--- config.mk ---
export PLATFORM = sky130hd
export DESIGN_NAME = burst_sram_ctrl
export DESIGN_NICKNAME = d
export VERILOG_FILES = /design/src/rtl/burst_sram_pkg.sv /design/src/rtl/cycle_decode.sv /design/src/rtl/burst_addr.sv /design/src/rtl/sleep_ctrl.sv /design/src/rtl/byte_array.sv /design/src/rtl/burst_sram_ctrl.sv
export SDC_FILE = /design/constraint.sdc
export NUM_CORES = 2
export LEC_CHECK = 0
export BUFFER_PORTS_ARGS = -buffer_cell sky130_fd_sc_hd__buf_2
export CORE_MARGIN = 2
export CORE_UTILIZATION = 55
export CTS_BUF_LIST = sky130_fd_sc_hd__clkbuf_8
export CTS_CLUSTER_SIZE = 40
export DETAILED_ROUTE_END_ITERATION = 6
export PLACE_DENSITY = 0.74
export SETUP_SLACK_MARGIN = 0.02
export SLEW_MARGIN = 15
export SYNTH_ARGS = -nofsm -noshare
export SYNTH_HDL_FRONTEND = slang
export SYNTH_SLANG_ARGS = --single-unit
--- constraint.sdc ---
create_clock -name clk -period 3.2 [get_ports clk]
set_input_delay 0.64 -clock clk [delete_from_list [all_inputs] [get_ports clk]]
set_output_delay 0.64 -clock clk [all_outputs]
set_load 0.02 [all_outputs]
--- src/rtl/burst_sram_pkg.sv ---
package burst_sram_pkg;

  typedef enum logic [1:0] {
    OP_IDLE  = 2'd0,
    OP_READ  = 2'd1,
    OP_WRITE = 2'd2
  } op_e;

  // low two address bits of beat cnt from start offset
  function automatic logic [1:0] beat_lsb(input logic [1:0] start,
                                          input logic [1:0] cnt,
                                          input logic       ilv);
    return ilv ? (start ^ cnt) : (start + cnt);
  endfunction

endpackage

--- src/rtl/cycle_decode.sv ---
module cycle_decode
  import burst_sram_pkg::*;
#(
  parameter int BYTES = 4
) (
  input  logic             blk_i,
  input  logic             active_i,
  input  logic             ce1_n,
  input  logic             ce2,
  input  logic             ce3_n,
  input  logic             strobe_p_n,
  input  logic             strobe_c_n,
  input  logic             adv_n,
  input  logic             gw_n,
  input  logic             bwe_n,
  input  logic [BYTES-1:0] bsel_n,
  output logic             begin_o,
  output logic             deselect_o,
  output logic             advance_o,
  output op_e              op_o,
  output logic [BYTES-1:0] lane_we_o
);

  logic             p_take;
  logic             c_take;
  logic             sel;
  logic             wr_req;
  logic [BYTES-1:0] lane_mask;

  assign p_take = !strobe_p_n && !ce1_n;
  assign c_take = !strobe_c_n && !p_take;
  assign sel    = !ce1_n && ce2 && !ce3_n;

  always_comb begin
    if (!gw_n)       lane_mask = '1;
    else if (!bwe_n) lane_mask = ~bsel_n;
    else             lane_mask = '0;
  end

  assign wr_req = |lane_mask;

  always_comb begin
    begin_o    = 1'b0;
    deselect_o = 1'b0;
    advance_o  = 1'b0;
    op_o       = OP_IDLE;
    if (blk_i) begin
      op_o = OP_IDLE;
    end else if (p_take || c_take) begin
      if (sel) begin
        begin_o = 1'b1;
        op_o    = (c_take && wr_req) ? OP_WRITE : OP_READ;
      end else begin
        deselect_o = 1'b1;
      end
    end else if (active_i) begin
      advance_o = !adv_n;
      op_o      = wr_req ? OP_WRITE : OP_READ;
    end
  end

  assign lane_we_o = (op_o == OP_WRITE) ? lane_mask : '0;

endmodule

--- src/rtl/burst_addr.sv ---
module burst_addr
  import burst_sram_pkg::*;
#(
  parameter int ADDR_W = 6
) (
  input  logic              clk,
  input  logic              rst_n,
  input  logic              begin_i,
  input  logic              advance_i,
  input  logic              end_i,
  input  logic              ilv_i,
  input  logic [ADDR_W-1:0] addr_i,
  output logic [ADDR_W-1:0] eff_addr_o,
  output logic [ADDR_W-1:0] cur_addr_o,
  output logic              active_o
);

  localparam int HI_W = ADDR_W - 2;

  logic [ADDR_W-1:0] base_q, base_d;
  logic [1:0]        cnt_q, cnt_d;
  logic              ilv_q, ilv_d;
  logic              active_q, active_d;
  logic              upd_en;
  logic [1:0]        cnt_step;

  assign cnt_step = cnt_q + {1'b0, advance_i};

  always_comb begin
    if (begin_i)
      eff_addr_o = addr_i;
    else
      eff_addr_o = {base_q[ADDR_W-1 -: HI_W], beat_lsb(base_q[1:0], cnt_step, ilv_q)};
  end

  assign cur_addr_o = {base_q[ADDR_W-1 -: HI_W], beat_lsb(base_q[1:0], cnt_q, ilv_q)};
  assign active_o   = active_q;
  assign upd_en     = begin_i || advance_i;

  always_comb begin
    base_d   = base_q;
    cnt_d    = cnt_q;
    ilv_d    = ilv_q;
    active_d = active_q;
    if (begin_i) begin
      base_d   = addr_i;
      cnt_d    = 2'd0;
      ilv_d    = ilv_i;
      active_d = 1'b1;
    end else if (end_i) begin
      active_d = 1'b0;
    end else if (advance_i) begin
      cnt_d = cnt_step;
    end
  end

  always_ff @(posedge clk or negedge rst_n) begin
    if (!rst_n) begin
      base_q <= '0;
      cnt_q  <= '0;
      ilv_q  <= 1'b0;
    end else if (upd_en) begin
      base_q <= base_d;
      cnt_q  <= cnt_d;
      ilv_q  <= ilv_d;
    end
  end

  always_ff @(posedge clk or negedge rst_n) begin
    if (!rst_n) active_q <= 1'b0;
    else        active_q <= active_d;
  end

endmodule

--- src/rtl/sleep_ctrl.sv ---
module sleep_ctrl #(
  parameter int SYNC_STAGES = 2,
  parameter int REC_CYCLES  = 2
) (
  input  logic clk,
  input  logic rst_n,
  input  logic sleep_i,
  input  logic any_act_i,
  output logic blk_o,
  output logic rec_act_o,
  output logic viol_o
);

  localparam int REC_W = $clog2(REC_CYCLES + 1);

  logic [SYNC_STAGES-1:0] sync_q, sync_d;
  logic [REC_W-1:0]       rec_q, rec_d;
  logic                   viol_q, viol_d;
  logic                   asleep;
  logic                   exit_edge;

  assign sync_d    = {sync_q[SYNC_STAGES-2:0], sleep_i};
  assign asleep    = sync_q[SYNC_STAGES-1];
  assign exit_edge = sync_q[SYNC_STAGES-1] && !sync_q[SYNC_STAGES-2];
  assign rec_act_o = (rec_q != '0);
  assign blk_o     = asleep || rec_act_o;

  always_comb begin
    if (exit_edge)      rec_d = REC_W'(REC_CYCLES);
    else if (rec_act_o) rec_d = rec_q - 1'b1;
    else                rec_d = rec_q;
    viol_d = rec_act_o && any_act_i;
  end

  always_ff @(posedge clk or negedge rst_n) begin
    if (!rst_n) begin
      sync_q <= '0;
      rec_q  <= '0;
      viol_q <= 1'b0;
    end else begin
      sync_q <= sync_d;
      rec_q  <= rec_d;
      viol_q <= viol_d;
    end
  end

  assign viol_o = viol_q;

endmodule

--- src/rtl/byte_array.sv ---
module byte_array #(
  parameter int ADDR_W = 6,
  parameter int BYTES  = 4,
  parameter int LANE_W = 8
) (
  input  logic                    clk,
  input  logic [BYTES-1:0]        we_i,
  input  logic [ADDR_W-1:0]       waddr_i,
  input  logic [BYTES*LANE_W-1:0] wdata_i,
  input  logic [ADDR_W-1:0]       raddr_i,
  output logic [BYTES*LANE_W-1:0] rdata_o
);

  localparam int DEPTH = 1 << ADDR_W;

  for (genvar g = 0; g < BYTES; g++) begin : g_lane
    logic [LANE_W-1:0] lane_mem [DEPTH];

    always_ff @(posedge clk) begin
      if (we_i[g]) lane_mem[waddr_i] <= wdata_i[g*LANE_W +: LANE_W];
    end

    assign rdata_o[g*LANE_W +: LANE_W] = lane_mem[raddr_i];
  end

endmodule

--- src/rtl/burst_sram_ctrl.sv ---
module burst_sram_ctrl
  import burst_sram_pkg::*;
#(
  parameter int ADDR_W      = 6,
  parameter int BYTES       = 4,
  parameter int LANE_W      = 8,
  parameter int SYNC_STAGES = 2,
  parameter int REC_CYCLES  = 2
) (
  input  logic                    clk,
  input  logic                    rst_n,
  input  logic                    sleep,
  input  logic                    ce1_n,
  input  logic                    ce2,
  input  logic                    ce3_n,
  input  logic                    strobe_p_n,
  input  logic                    strobe_c_n,
  input  logic                    adv_n,
  input  logic                    interleave,
  input  logic                    gw_n,
  input  logic                    bwe_n,
  input  logic [BYTES-1:0]        bsel_n,
  input  logic [ADDR_W-1:0]       addr,
  input  logic [BYTES*LANE_W-1:0] din,
  input  logic                    oe_n,
  output logic [BYTES*LANE_W-1:0] dout,
  output logic                    dout_en,
  output logic                    proto_err
);

  localparam int DATA_W = BYTES * LANE_W;

  logic              rst_meta, rst_sync_n;
  logic              blk, rec_act, any_act;
  logic              burst_begin, burst_desel, burst_adv, burst_active;
  op_e               op, op_q;
  logic [BYTES-1:0]  lane_we;
  logic [ADDR_W-1:0] eff_addr, cur_addr;
  logic [DATA_W-1:0] rdata;

  // reset: asserted at once, released on the clock
  always_ff @(posedge clk or negedge rst_n) begin
    if (!rst_n) begin
      rst_meta   <= 1'b0;
      rst_sync_n <= 1'b0;
    end else begin
      rst_meta   <= 1'b1;
      rst_sync_n <= rst_meta;
    end
  end

  assign any_act = !ce1_n || ce2 || !ce3_n || !strobe_p_n || !strobe_c_n;

  sleep_ctrl #(.SYNC_STAGES(SYNC_STAGES), .REC_CYCLES(REC_CYCLES)) u_sleep (
    .clk       (clk),
    .rst_n     (rst_sync_n),
    .sleep_i   (sleep),
    .any_act_i (any_act),
    .blk_o     (blk),
    .rec_act_o (rec_act),
    .viol_o    (proto_err)
  );

  cycle_decode #(.BYTES(BYTES)) u_decode (
    .blk_i      (blk),
    .active_i   (burst_active),
    .ce1_n      (ce1_n),
    .ce2        (ce2),
    .ce3_n      (ce3_n),
    .strobe_p_n (strobe_p_n),
    .strobe_c_n (strobe_c_n),
    .adv_n      (adv_n),
    .gw_n       (gw_n),
    .bwe_n      (bwe_n),
    .bsel_n     (bsel_n),
    .begin_o    (burst_begin),
    .deselect_o (burst_desel),
    .advance_o  (burst_adv),
    .op_o       (op),
    .lane_we_o  (lane_we)
  );

  burst_addr #(.ADDR_W(ADDR_W)) u_addr (
    .clk        (clk),
    .rst_n      (rst_sync_n),
    .begin_i    (burst_begin),
    .advance_i  (burst_adv),
    .end_i      (burst_desel || blk),
    .ilv_i      (interleave),
    .addr_i     (addr),
    .eff_addr_o (eff_addr),
    .cur_addr_o (cur_addr),
    .active_o   (burst_active)
  );

  byte_array #(.ADDR_W(ADDR_W), .BYTES(BYTES), .LANE_W(LANE_W)) u_array (
    .clk     (clk),
    .we_i    (lane_we),
    .waddr_i (eff_addr),
    .wdata_i (din),
    .raddr_i (cur_addr),
    .rdata_o (rdata)
  );

  always_ff @(posedge clk or negedge rst_sync_n) begin
    if (!rst_sync_n) op_q <= OP_IDLE;
    else             op_q <= op;
  end

  assign dout_en = !oe_n && (op_q == OP_READ);
  assign dout    = dout_en ? rdata : '0;

endmodule

After elaboration in Yosys (flattened, before gate mapping)
Memory sizes are Yosys's and may differ from the RTL's.
Cells that the tools add are included.
Widths: inputs -> output; s select.
{ "op_classes": {"bitwise_logic": 3, "muxes": 37, "n_eq_ne": 3, "n_addsub": 4, "n_reduce_logical": 31} }
{ "ops": {"columns": ["cell", "count"], "rows": [
  ["$mux 32", 1],
  ["$mux 2", 13],
  ["$mux 1", 19],
  ["$mux 4", 3],
  ["$logic_and 1x1->1", 8],
  ["$logic_not 1->1", 8],
  ["$logic_or 1x1->1", 8],
  ["$reduce_bool 2->1", 4],
  ["$mux 6", 1],
  ["$add 2x2->2", 2],
  ["$not 4->4", 1],
  ["$reduce_or 4->1", 1],
  ["$xor 2x2->2", 2],
  ["$reduce_and 3->1", 1],
  ["$add 2x1->2", 1],
  ["$eq 2x1->1 const B", 1],
  ["$eq 2x2->1 const B", 1],
  ["$ne 2x1->1 const B", 1],
  ["$reduce_and 2->1", 1],
  ["$sub 2x1->2 const B", 1]
]} }
{ "word_totals": {"output_inout_bits": 34, "n_memories": 4, "input_bits": 55, "register_bits": 19, "word_cells": 92, "ram_bits": 2048} }
{ "mem_list": {"columns": ["name", "words", "word_bits", "read_ports", "rd_ports_with_merged_regs", "write_ports", "line_no", "text"], "rows": [
  ["u_array.g_lane[0].lane_mem", 64, 8, 1, 0, 1, "byte_array.sv:17", "logic [LANE_W-1:0] lane_mem [DEPTH];"],
  ["u_array.g_lane[1].lane_mem", 64, 8, 1, 0, 1, "byte_array.sv:17", null],
  ["u_array.g_lane[2].lane_mem", 64, 8, 1, 0, 1, "byte_array.sv:17", null],
  ["u_array.g_lane[3].lane_mem", 64, 8, 1, 0, 1, "byte_array.sv:17", null]
]} }

Depth between registers and ports, before layout
{ "depth": {"word_depth": 13, "mapped_depth": 13, "ltp_nobuf": 13} }

Hierarchy
A second synthesis with hierarchy kept.
{ "hier_totals": {"hier_cells": 3802, "area_unflattened_um2": 81049.0} }
{ "by_module_without_submodules": {"columns": ["module", "instances", "cells_each", "area_per_inst_um2", "seq_area_each_um2"], "rows": [
  ["byte_array", 1, 3668, 79690.2, 61499.0],
  ["burst_addr", 1, 49, 588.1, 250.2],
  ["burst_sram_ctrl", 1, 44, 390.4, 100.1],
  ["sleep_ctrl", 1, 16, 196.4, 125.1],
  ["cycle_decode", 1, 25, 183.9, 0.0]
]} }

Worst setup path before layout
No wires, ideal clock.
{ "synth_path": {"kind": "register to output", "startpoint": "register u_addr.cnt_q[0]", "endpoint": "output port dout[0]", "path_slack_ns": -0.372, "t_required_ns": 2.560, "path_stages_with_launch": 10, "n_path_buf": 4, "arrival_time_ns": 2.932, "path_cell_list": "dfrtp_1 -> ha_1 -> buf_2 -> buf_6 -> buf_4 -> clkbuf_1 -> mux4_2 -> a221o_1 -> nor4b_1 -> o21ai_1"} }
{ "synth_via": {"elab_chain_len": 4, "elab_cells_between_ends": 5, "cone_classes": "1 x add/sub; 2 x mux; 1 x bitwise; 1 x memory"} }
{ "synth_lines": {"columns": ["element", "line_no", "text"], "rows": [
  ["start, declared", "burst_addr.sv:21", "logic [1:0] cnt_q, cnt_d;"],
  ["start signal, assigned", "burst_addr.sv:64", "cnt_q <= cnt_d;"],
  ["$add 2x2->2 / $xor 2x2->2 (equally long branches)", "burst_sram_pkg.sv:13", "return ilv ? (start ^ cnt) : (start + cnt);"],
  ["$mux 2 *", "burst_sram_pkg.sv:13", null],
  ["$mem_v2 64x8 *", null, null],
  ["$mux 32 *", "burst_sram_ctrl.sv:111", "assign dout = dout_en ? rdata : '0;"],
  ["end, declared", "burst_sram_ctrl.sv:26", "output logic [BYTES*LANE_W-1:0] dout,"]
]} }
Mark *: on every way between the ends. The rest lies on a longest branch, timed or not.

Worst setup path after layout
{ "layout_path": {"startpoint": "register u_addr.cnt_q[0]", "endpoint": "output port dout[4]"} }
The elaborated chain is that of the path after synthesis.

==> reports/summary.txt <==
=====================================================================================
Total number of yosys warnings .........................................            0
Async S/R FF share, synth ..............................................      0.00919
Cell Chain, Critical Path .............................................. ha_4, nor2b_4, xnor2_4, buf_12, buf_16, buf_12, mux4_2, a221o_1, nor4b_4, o21ai_4, buf_6
Critical path class .................................................... flip-flop to primary output
End point of the worst hold path ....................................... u_array.g_lane[3].lane_mem[0][5]
Worst-case hold slack ..................................................      77.3 ps
Number of global-route vias before repair ..............................        53.3k
Tcrit/Tclk final .......................................................         1.43
Number of buffer and inverter stages on the critical path ..............            4
Number of H-tree branching levels ......................................            5
Synth unique cells .....................................................           58
Total iterations of the first detailed-routing run .....................            7
R2r worst-path depth ...................................................           18
Final setup vio count ..................................................         1881
Number of enable flip-flop cells after synthesis .......................         2048
Post-Syn Area ..........................................................    84800 um2
Tmin final .............................................................      4560 ps
Worst-Skew Late Latency ................................................      1060 ps
Hold WC Path Type ...................................................... input port to flip-flop
Leading post-synthesis cells by cell area .............................. sky130_fd_sc_hd__edfxtp_1 (73%), sky130_fd_sc_hd__mux4_2 (9.4%), sky130_fd_sc_hd__mux2i_1 (3.0%), sky130_fd_sc_hd__nand2_1 (1.6%), sky130_fd_sc_hd__nor2_1 (1.4%)
P per Cell Area ........................................................   740 nW/um2
Startpoint kind of the worst setup timing path .........................    flip-flop
Kind of cell adding the most delay to the critical path ................ buffers and inverters
Sequential cell fraction of total power ................................        0.375
Die Span X .............................................................       397 um
Most used flip-flop cell after synthesis ............................... sky130_fd_sc_hd__edfxtp_1
Failing checks ......................................................... DRC, setup timing
Slew at the pin closest to its max-slew limit ..........................       886 ps
Pins Over Slew Limit ...................................................            0
Vias per cell ..........................................................         6.70
Top-area cell type share of the netlist area ...........................        0.725
Critical Path End Type ................................................. primary output
Setup WS post-layout ...................................................     -1360 ps
Combined global-route utilization of all metal layers ..................        0.312
Worst reg-to-reg setup slack ...........................................      -270 ps
Clock-pin slew of the registers on the worst-case setup and hold paths .        60 ps
Chip height ............................................................       397 um
Internal power .........................................................      54.0 mW
Growth of design area from synthesis to finish .........................        27.3%
CP peak stage delay ....................................................       520 ps
Arrival time worst endpoint ............................................      3920 ps
Number of CTS-inserted buffers .........................................          331
Bufs on Longest Clock Path .............................................            4
Clock skew after layout ................................................      59.5 ps
Starting utilization of the core area ..................................        0.552
CP most frequent cell .................................................. sky130_fd_sc_hd__buf_12
Count of state elements after synthesis ................................         2067
TritonCTS clock tree ...................................................         done
Number of nets still failing antenna checks after routing ..............            0
Count of endpoints failing hold in the final timing report .............            0
Congestion Overflow GR .................................................            0
Floorplan core area ....................................................   154000 um2
Count of cells along the worst hold path ...............................            1
Count of boundary I/O pins .............................................           89
Pleak ..................................................................      35.7 nW
Most frequent cell after synthesis ..................................... sky130_fd_sc_hd__edfxtp_1
Detailed placer's ending HPWL ..........................................       160 mm
Cell count after synthesis .............................................         4836
Global-route wire length before repair .................................       356 mm
Count of maximum capacitance violations ................................            0
Worst EP required ......................................................      2560 ps
Buffer type at the clock tree root ..................................... sky130_fd_sc_hd__clkbuf_8
Critical path's slowest cell ........................................... sky130_fd_sc_hd__mux4_2
Detailed Route WL ......................................................       253 mm
Number of rows in the core area ........................................          144
RSZ-0062 raised after global routing ...................................         true
Total die area .........................................................   157000 um2
Clock network power share ..............................................        0.266
Synth top cells by count ............................................... sky130_fd_sc_hd__edfxtp_1 (2048), sky130_fd_sc_hd__nand2_1 (370), sky130_fd_sc_hd__mux4_2 (352)
Placer Congestion ......................................................        0.951
Critical register-to-register path startpoint .......................... u_sleep.rec_q[0]
Critical R2R Capture ................................................... u_array.g_lane[0].lane_mem[30][2]
Layout cell share with drive strength beyond 1 .........................        0.381
Clock tree sinks .......................................................         2067
Combinational share of power ...........................................        0.359
Syn Area/Cell ..........................................................     17.5 um2
Sw Ratio ...............................................................        0.324
Worst slew slack as a fraction of its limit ............................        0.409
Peak VDD IR ............................................................     0.666 mV
Max Fclk ...............................................................    0.219 GHz
Detailed Route Iter0 Violations ........................................         8724
Worst Path Max Fanout ..................................................            7
Register area share after synthesis ....................................        0.731
Worst Hold Launch ......................................................      din[29]
Via count ..............................................................        54.5k
Cell type with the largest total area after synthesis .................. sky130_fd_sc_hd__edfxtp_1
Remaining design rule violation count ..................................            5
Number of nets in the layout ...........................................         5922
Setup TNS after final layout ...........................................   -312950 ps
Detailed-route wire length per cell ....................................      31.2 um
Run status ............................................................. finished with violations
Switching power of the nets ............................................      25.9 mW
Pin count of the biggest net entering global routing ...................           65
Post-synth net total ...................................................         4895
Total of buffers placed on input and output ports ......................           88
Initial antenna violation count ........................................           13
=====================================================================================
-- metal layers --
metal / up-vias / share of wire / global-route usage
met5: - / 0.00024 / 0
li1: 22000 / - / -
met1: 27400 / 0.36 / 0.421
met2: 4235 / 0.47 / 0.478
met3: 800 / 0.12 / 0.0823
met4: 10 / 0.053 / 0.145
-- what timing repair did --
item	CTS	global route
hold buffers	17	0
setup buffers	66	71
endpoints found under the hold margin	53	0
endpoints found under the setup margin	2080	2080
cloned	10	10
gates resized for setup	365	414
pin swaps	73	155
-- cell usage in the layout (no fill, tap or decap), types with 64 or more instances in the layout --
master / instances
sky130_fd_sc_hd__edfxtp_1: 2048
sky130_fd_sc_hd__buf_4: 524
sky130_fd_sc_hd__mux4_2: 352
sky130_fd_sc_hd__clkbuf_8: 341
sky130_fd_sc_hd__nand2_1: 330
sky130_fd_sc_hd__mux2i_1: 258
sky130_fd_sc_hd__buf_12: 243
sky130_fd_sc_hd__nor2_4: 199
sky130_fd_sc_hd__buf_6: 165
sky130_fd_sc_hd__o221ai_1: 123
sky130_fd_sc_hd__nor2_1: 103
sky130_fd_sc_hd__inv_1: 91
sky130_fd_sc_hd__o21ai_0: 85
sky130_fd_sc_hd__nor3_1: 82
sky130_fd_sc_hd__a221oi_1: 78
sky130_fd_sc_hd__o22ai_1: 70
sky130_fd_sc_hd__clkinv_1: 68
sky130_fd_sc_hd__nor2b_1: 66
sky130_fd_sc_hd__o311ai_0: 64
-- registers in the layout, indices dropped and copies added, names as in the netlist --
name and flops:
u_addr.active_o 1, u_sleep.rec_q 2, u_addr.base_q 6, u_addr.cnt_q 2, u_sleep.sync_q 2, rst_meta 1
u_sleep.viol_o 1, u_addr.ilv_q 1, u_array.g_lane.lane_mem 2048, rst_sync_n 1, op_q 2
-- power by group through the flow --
stage               sequential (mW)  combinational (mW)  clock (mW)
global placement               30.5                23.3           0
detailed placement             30.5                23.8           0
finish                         29.9                28.7        21.2
global route                   29.9                29.6        22.5
CTS                            29.9                26.3        21.3
floorplan                      30.4                13.6           0
-- logic make-up after synthesis --
| family | Yosys count | share of synthesized area |
|---|---|---|
| flops | 2067 | 0.731 |
| other cells | 1 | 0.0000442 |
| fa+ha+maj | 4 | 0.000590 |
| buf+inv | 366 | 0.0177 |
| compound gates | 749 | 0.0678 |
| xor+xnor | 8 | 0.00127 |
| simple gates | 999 | 0.0533 |
| mux | 642 | 0.128 |
-- worst max-delay path by stage --
stage                                        end  slack (ps)  cells past startpoint             start
4_1_cts                                 dout[14]       -1410                     11  u_addr.base_q[0]
2_1_floorplan  u_array.g_lane[0].lane_mem[50][0]        -140                     12  u_sleep.rec_q[0]
6_report                                 dout[4]       -1360                     11   u_addr.cnt_q[0]
3_5_place_dp   u_array.g_lane[1].lane_mem[45][6]        -740                     15             ce1_n
5_1_grt                                  dout[4]       -1430                     11   u_addr.cnt_q[0]
3_3_place_gp   u_array.g_lane[1].lane_mem[45][7]        -730                     15             ce1_n
-- final cells by class --
type / count / area [um2]
tap: 2044 / 2560
fill: 9001 / 45600
clock buffer: 341 / 4690
sequential: 2067 / 62000
clock inverter: 216 / 1280
multi-input combinational: 2403 / 25200
timing repair buffer: 1054 / 12200
inverter: 6 / 25.0
antenna: 1 / 2.50
-- metrics by stage --
stage	instance area (um2)	setup slack [ps]	utilization	instances	total power, mW
3_3_place_gp	96000	-726	0.625	7415	53.8
3_5_place_dp	96000	-740	0.625	7415	54.3
2_1_floorplan	85900	-143	-	4836	44.1
4_1_cts	105000	-1410	0.685	8063	77.6
6_report	108000	-1360	0.703	8132	79.9
5_1_grt	108000	-1430	0.703	8132	82.1
No activity file was read; power rests on OpenSTA's default activity.
